==> src/rtl/xr_pkg.sv <==
package xr_pkg;
  localparam int BYTE_W = 8;
  localparam int LANES  = 4;
  localparam int DATA_W = BYTE_W * LANES;
  localparam int HALF_W = 2 * BYTE_W;
  localparam int OP_W   = 3;

  typedef enum logic [OP_W-1:0] {
    XR_ZB     = 3'd0,
    XR_SB     = 3'd1,
    XR_ZH     = 3'd2,
    XR_SH     = 3'd3,
    XR_SWAPW  = 3'd4,
    XR_SWAPH  = 3'd5,
    XR_SWAPHS = 3'd6,
    XR_PASS   = 3'd7
  } xr_op_e;
endpackage

==> src/rtl/xr_extend.sv <==
module xr_extend
  import xr_pkg::*;
(
  input  logic [DATA_W-1:0] data_i,
  input  logic              half_i,
  input  logic              signed_i,
  output logic [DATA_W-1:0] ext_o
);
  logic fill;

  always_comb begin
    if (half_i) begin
      fill  = signed_i & data_i[HALF_W-1];
      ext_o = {{(DATA_W-HALF_W){fill}}, data_i[HALF_W-1:0]};
    end else begin
      fill  = signed_i & data_i[BYTE_W-1];
      ext_o = {{(DATA_W-BYTE_W){fill}}, data_i[BYTE_W-1:0]};
    end
  end
endmodule

==> src/rtl/xr_swap.sv <==
module xr_swap
  import xr_pkg::*;
(
  input  logic [DATA_W-1:0] data_i,
  output logic [DATA_W-1:0] word_o,
  output logic [DATA_W-1:0] halves_o,
  output logic [DATA_W-1:0] half_sx_o
);
  for (genvar g = 0; g < LANES; g++) begin : g_lane
    assign word_o[g*BYTE_W +: BYTE_W]   = data_i[(LANES-1-g)*BYTE_W +: BYTE_W];
    assign halves_o[g*BYTE_W +: BYTE_W] = data_i[(g^1)*BYTE_W +: BYTE_W];
  end

  assign half_sx_o = {{(DATA_W-HALF_W){halves_o[HALF_W-1]}}, halves_o[HALF_W-1:0]};
endmodule

==> src/rtl/xr_out_reg.sv <==
module xr_out_reg
  import xr_pkg::*;
(
  input  logic              clk_i,
  input  logic              rst_ni,
  input  logic              en_i,
  input  logic [DATA_W-1:0] data_i,
  output logic              valid_o,
  output logic [DATA_W-1:0] data_o
);
  logic              valid_d, valid_q;
  logic [DATA_W-1:0] data_d, data_q;

  always_comb begin
    valid_d = en_i;
    data_d  = data_q;
    if (en_i) data_d = data_i;
  end

  always_ff @(posedge clk_i or negedge rst_ni) begin
    if (!rst_ni) begin
      valid_q <= 1'b0;
      data_q  <= '0;
    end else begin
      valid_q <= valid_d;
      data_q  <= data_d;
    end
  end

  assign valid_o = valid_q;
  assign data_o  = data_q;
endmodule

==> src/rtl/xr_unit.sv <==
module xr_unit
  import xr_pkg::*;
(
  input  logic              clk_i,
  input  logic              rst_ni,
  input  logic              in_valid_i,
  input  logic [OP_W-1:0]   op_i,
  input  logic [DATA_W-1:0] operand_i,
  output logic              out_valid_o,
  output logic [DATA_W-1:0] result_o
);
  xr_op_e            op;
  logic              ext_half, ext_signed;
  logic [DATA_W-1:0] ext_val, swap_word, swap_halves, swap_half_sx;
  logic [DATA_W-1:0] sel_val;

  assign op         = xr_op_e'(op_i);
  assign ext_half   = (op == XR_ZH) || (op == XR_SH);
  assign ext_signed = (op == XR_SB) || (op == XR_SH);

  xr_extend u_ext (
    .data_i   (operand_i),
    .half_i   (ext_half),
    .signed_i (ext_signed),
    .ext_o    (ext_val)
  );

  xr_swap u_swap (
    .data_i    (operand_i),
    .word_o    (swap_word),
    .halves_o  (swap_halves),
    .half_sx_o (swap_half_sx)
  );

  always_comb begin
    unique case (op)
      XR_ZB, XR_SB, XR_ZH, XR_SH: sel_val = ext_val;
      XR_SWAPW:                   sel_val = swap_word;
      XR_SWAPH:                   sel_val = swap_halves;
      XR_SWAPHS:                  sel_val = swap_half_sx;
      default:                    sel_val = operand_i;
    endcase
  end

  xr_out_reg u_out (
    .clk_i   (clk_i),
    .rst_ni  (rst_ni),
    .en_i    (in_valid_i),
    .data_i  (sel_val),
    .valid_o (out_valid_o),
    .data_o  (result_o)
  );
endmodule

==> config.mk <==
export PLATFORM = sky130hd
export DESIGN_NAME = xr_unit
export DESIGN_NICKNAME = d
export VERILOG_FILES = /design/src/rtl/xr_pkg.sv /design/src/rtl/xr_extend.sv /design/src/rtl/xr_swap.sv /design/src/rtl/xr_out_reg.sv /design/src/rtl/xr_unit.sv
export SDC_FILE = /design/constraint.sdc
export NUM_CORES = 1
export LEC_CHECK = 0
export ABC_AREA = 1
export BUFFER_PORTS_ARGS = -buffer_cell sky130_fd_sc_hd__buf_2
export CORE_UTILIZATION = 40
export CTS_CLUSTER_DIAMETER = 100
export DETAILED_ROUTE_END_ITERATION = 8
export PLACE_DENSITY = 0.67
export SLEW_MARGIN = 20
export SYNTH_ARGS = -nofsm -noshare
export SYNTH_HDL_FRONTEND = slang
export SYNTH_SLANG_ARGS = --single-unit
==> constraint.sdc <==
create_clock -name clk_i -period 0.8 [get_ports clk_i]
set_clock_uncertainty 0.05 [all_clocks]
set_input_delay 0.04 -clock clk_i [delete_from_list [all_inputs] [get_ports clk_i]]
set_output_delay 0.04 -clock clk_i [all_outputs]
set_load 0.02 [all_outputs]
Word-level counts from Yosys, hierarchy flattened:

Cells that the tools add are included.

* word-level logic and storage cells: 16
* input port bits: 38
* output and inout port bits: 33
* register bits: 33

* eq/ne operators: 6
* reductions and logical operators: 4
* muxes and demuxes: 2
* bitwise logic cells: 2

Operator list (number)
* $pmux W32 S4: 1
* $mux W32: 1
* $eq A3 B3 Y1 const B: 3
* $eq A3 B2 Y1 const B: 2
* $reduce_or A4 Y1: 1
* $eq A3 B1 Y1 const B: 1
* $logic_not A3 Y1: 1
* $and A1 B1 Y1: 2
* $logic_or A1 B1 Y1: 2

Depth between registers and ports, before layout:

* depth after elaboration: 5
* depth in mapped cells: 10
* mapped depth without buffers: 8

Modules after synthesis:

A second synthesis with hierarchy kept.

* cells, all modules: 606
* area total of the unflattened synthesis: 3792.4 um^2

Modules (own cells, without submodules)
* xr_unit: cells each 329, instances 1, area an instance 1480.2 um^2, sequential area each 0.0 um^2
* xr_out_reg: cells each 137, instances 1, area an instance 1317.5 um^2, sequential area each 825.8 um^2
* xr_swap: cells each 96, instances 1, area an instance 720.7 um^2, sequential area each 0.0 um^2
* xr_extend: cells each 44, instances 1, area an instance 274.0 um^2, sequential area each 0.0 um^2

Worst setup path before layout:

OpenSTA, ideal clock, no wires.

* path type: input to register
* from: in op_i[2]
* to: reg u_out.data_q[26], in the netlist u_out.data_o[26]
* arrival: 0.809 ns
* setup time: 0.117 ns
* path buffers: 2
* stages: 10
* data required time: 0.633 ns
* path slack: -0.176 ns
* cell sequence: buf_6 > inv_4 > nand2_2 > inv_2 > nand2_1 > nand2_4 > buf_6 > nand3_1 > nand2_1 > nand2_1

* word-level cells in the longest chain between the ends: 5
* elaborated cells between the ends (all ways): 14
* classes of those cells: eq/ne: 6; mux: 2; bitwise: 2; reduce/logical: 4

Ends and longest elaborated chain
* start: declaration: line xr_unit.sv:7 `input logic [OP_W-1:0] op_i,`
* $eq A3 B1 Y1 or $eq A3 B2 Y1 (tied branches): line xr_unit.sv:19, xr_unit.sv:36, xr_unit.sv:18
* $logic_or A1 B1 Y1: line xr_unit.sv:19 `assign ext_signed = (op == XR_SB) || (op == XR_SH);`
* $and A1 B1 Y1 (on tied branches): line xr_extend.sv:16, xr_extend.sv:13
* $mux W32: line xr_extend.sv:12 `if (half_i) begin`
* $pmux W32 S4 *: line xr_unit.sv:36 `unique case (op)`
* end signal: assignment: line xr_out_reg.sv:26 `data_q <= data_d;`
* end: declaration: line xr_out_reg.sv:12 `logic [DATA_W-1:0] data_d, data_q;`

Every way passes the cells marked *; elsewhere a longest branch is shown, timed or not.
A chain may end at the register's enable or synchronous reset.

Worst setup path after layout:

* from: reg u_out.data_q[16], in the netlist u_out.data_o[16]
* to: out result_o[16]

RTL lines
* end: declaration: line xr_unit.sv:10 `output logic [DATA_W-1:0] result_o`

No word-level cell between the ends.

==> results.txt <==
----------------------------------------------------
[Run status]
  Status ... complete, but fails checks
  Violated checks ... setup timing

[Pwr]
  Switching Share ... around 36%
  Power Density ... ~1500 nW/um^2
  Pleak ... roughly 2.1 nW
  Combinational fraction of design power ... about two fifths
  Cell-internal power ... between 0.003 and 0.004 W
  IR drop worst, VDD ... slightly below 0.0009 V
  Switching pwr ... a little over 0.002 W
  Sequential Power Share ... between 30% and 40%
  Total power consumption of the routed design ... 0.00570 W
  Share of power burned in the clock network ... between 20 and 25%

[Routing]
  First-pass DRT Iterations ... 5
  Routed wire per std cell ... 13.8 um
  Number of design rule violations left after detail routing ... 0
  Via/cell ratio ... 4.99
  Via Count ... ~2800
  Post-route ant nets ... 0
  Total wirelength of the detailed-routed design ... ~7.8 mm
  Number of DRC violations after detailed-routing iteration 0 ... about 180

[Final layout]
  Number of fill cells ... 462
  Net count of the finished layout ... between 500 and 600
  Post-layout util ... a little over two thirds
  Layout overhead on the synthesized area ... 66.7%
  Number of diodes added for antenna fixing ... 0
  Share of layout cells above drive strength 1 ... between 40% and 50%

[Synth]
  Most instantiated library cell after synthesis ... nand2_1
  Number of register bits inferred by synthesis ... 33
  Gate count after technology mapping ... about 380
  Share of the synthesized area in the top cell type ... about 36%
  Post-Synthesis Mean Instance Area ... about 6 um^2
  Count of different cell masters after synthesis ... 19
  Number of synthesized flops with an enable pin ... 0
  Count of yosys warnings during synthesis ... 0
  Largest area contributor in the netlist ... dfrtp_1
  Top_reg_cell synth ... dfrtp_1
  Synth Net Count ... roughly 420
  Post-synth ARST share ... 100%
  Biggest area contributors in the synthesized netlist ... dfrtp_1 (36%), nand2_1 (24%), nor2_1 (9.2%)
  Cell area after synthesis ... approximately 2300 um^2
  Most frequent cells after synthesis ... nand2_1 (147), nor2_1 (57), inv_1 (42), nand3_1 (35), dfrtp_1 (33)
  Sequential-to-total area share from yosys stat ... 35.6%

[Global routing]
  Tot GR Track Use ... between 20 and 25%
  Congestion Overflow GR ... 0
  Global-route wire length before repair ... 11.2 mm
  Pin count of the biggest net entering global routing ... 36
  Initial antenna violation count ... 0
  Number of global-route vias before repair ... between 2000 and 2500

[STA]
  Final worst slack ... -150 ps
  Time the final worst path needs with I/O delays and setup ... between 900 and 1000 ps
  Final slew viol count ... 0
  Tightest Pin Transition ... 324 ps
  Headroom to the max-slew limit ... between 70% and 80%
  Share of the clock period used by the worst path after layout ... 119%
  Final count of hold timing violations ... 0
  Number of failing setup endpoints in the final timing report ... 65
  Setup repair after global routing missed its margin ... yes
  Fmax ... ~1100 MHz
  Worst hold margin ... 57.0 ps

[Worst setup path]
  CP peak stage delay ... between 400 and 500 ps
  Cell with the largest stage delay on the worst path ... dfrtp_1
  Flop2flop setup slack ... -50 ps
  WS Path Type ... reg2out
  Largest fanout on the critical path ... 2
  Critical path's top delay family ... flip-flops
  Critical-path cell list ... buf_6
  CP required ... ~710 ps
  Critical Path Source ... u_out.data_o[16]
  Worst setup EP type ... primary output
  Worst Path Arrival ... 860 ps
  Startpoint types ... flop
  Launching point of the worst reg2reg path ... u_out.data_o[16]
  CP Buf/Inv Count ... 1

[Hold path]
  Startpoint of the tightest hold check path ... operand_i[14]
  Hold Path Class ... in2reg

[Die]
  Chip Width ... about 78 um
  Floorplan die height ... 78.2 um
  FP Rows ... 27
  Boundary Pins ... between 70 and 80
  Die area ... slightly above 6000 um^2
  Starting density of the core ... a little over two fifths
  Core area ... between 5000 and 6000 um^2

[Placed design]
  Placed wire-length estimate after detailed placement ... roughly 5.0 mm
  Final RePlAce weighted congestion ... approximately 0.86
  Number of port buffers ... 70

[CTS]
  Clock root buffer master ... clkbuf_8
  Clock latency reported for the late side of the worst-skew pair ... just under 300 ps
  Post-CTS clock slew at the launch and capture registers of the worst setup and hold paths ... 70 ps
  H-tree depth ... 2
  CTS tree ... done
  Clock Sink Count ... 33
  Number of buffers inserted during clock tree synthesis ... 5
  Max clock buf depth ... 2

[Run]
  Max Cap Violations ... 0

----------------------------------------------------
-- logic make-up (layout without fill, tap and decap cells) --
group	count (synthesis)	count (layout)	synth area share, %
simple gates	250	251	44.6
compound gates	32	32	6.90
buf+inv	64	175	12.9
flops	33	33	35.6
-- placed cells by master (no fill, tap or decap), types with 8 or more instances in the layout --
master / synthesis / routed
inv_1: 42 / 41
buf_6: 4 / 41
nor2_1: 57 / 51
nand3_2: 3 / 20
nand3_1: 35 / 16
nand2_4: 1 / 15
a21oi_1: 24 / 23
buf_2: 3 / 34
dfrtp_1: 33 / 33
buf_4: 6 / 40
o21ai_0: 8 / 8
nand2_1: 147 / 97
nand2_2: 4 / 36
-- state kept, by name (all words and copies together) (netlist names) --
name,count
u_out.data_o,32
u_out.valid_o,1
-- layer usage --
metal	GRT usage [%]	part of all wire (%)	up-vias
li1	-	-	1383
met3	4.19	5.9	28
met5	0	0	-
met4	7.22	2.7	0
met2	37.5	49	127
met1	31.3	43	1269
-- path summary, 6_finish.rpt --
check                           depth (start not counted)          endpoint
worst max-delay path                                    1      result_o[16]
worst min-delay path                                    5  u_out.data_o[22]
worst max register to register                          3  u_out.data_o[16]
worst min register to register                          2  u_out.data_o[30]
max in group asynchronous                               3  u_out.data_o[17]
min in group asynchronous                               3   u_out.data_o[6]
-- repair_timing --
item,CTS,global route
cloned,0,3
hold endpoints to repair,33,0
pin swaps,1,55
endpoints found under the setup margin,64,62
hold buffers,1,0
setup buffers,10,6
resized for setup,71,113
-- cell type report --
| class | instances | area, um^2 | area share (%) |
|---|---|---|---|
| multi-input combinational | 283 | 1610 | 41.5 |
| timing repair buffer | 123 | 1080 | 27.8 |
| sequential | 33 | 826 | 21.3 |
| inverter | 45 | 184 | 4.75 |
| tap | 72 | 90.1 | 2.33 |
| clock buffer | 7 | 86.3 | 2.23 |
-- per-stage QoR --
step / instance area (um^2) / worst slack, ps / setup TNS [ps] / instances
after detailed placement: 2990 / -363 / -10570 / 536
after CTS: 3390 / -139 / -3600 / 554
after floorplan: 2400 / -133 / -2830 / 379
after global routing: 3870 / -154 / -6830 / 563
final: 3870 / -150 / -4630 / 563
after global placement: 2990 / -363 / -10580 / 536
-- power by group through the flow --
stage                     clock (W)  sequential, W  combinational [W]
after floorplan                   0        0.00230           0.000716
after global placement            0        0.00202            0.00161
after detailed placement          0        0.00202            0.00163
after CTS                   0.00132        0.00204            0.00199
after global routing        0.00139        0.00207            0.00253
final                       0.00130        0.00205            0.00235
Note: power is estimated with default switching activity, not from simulation.
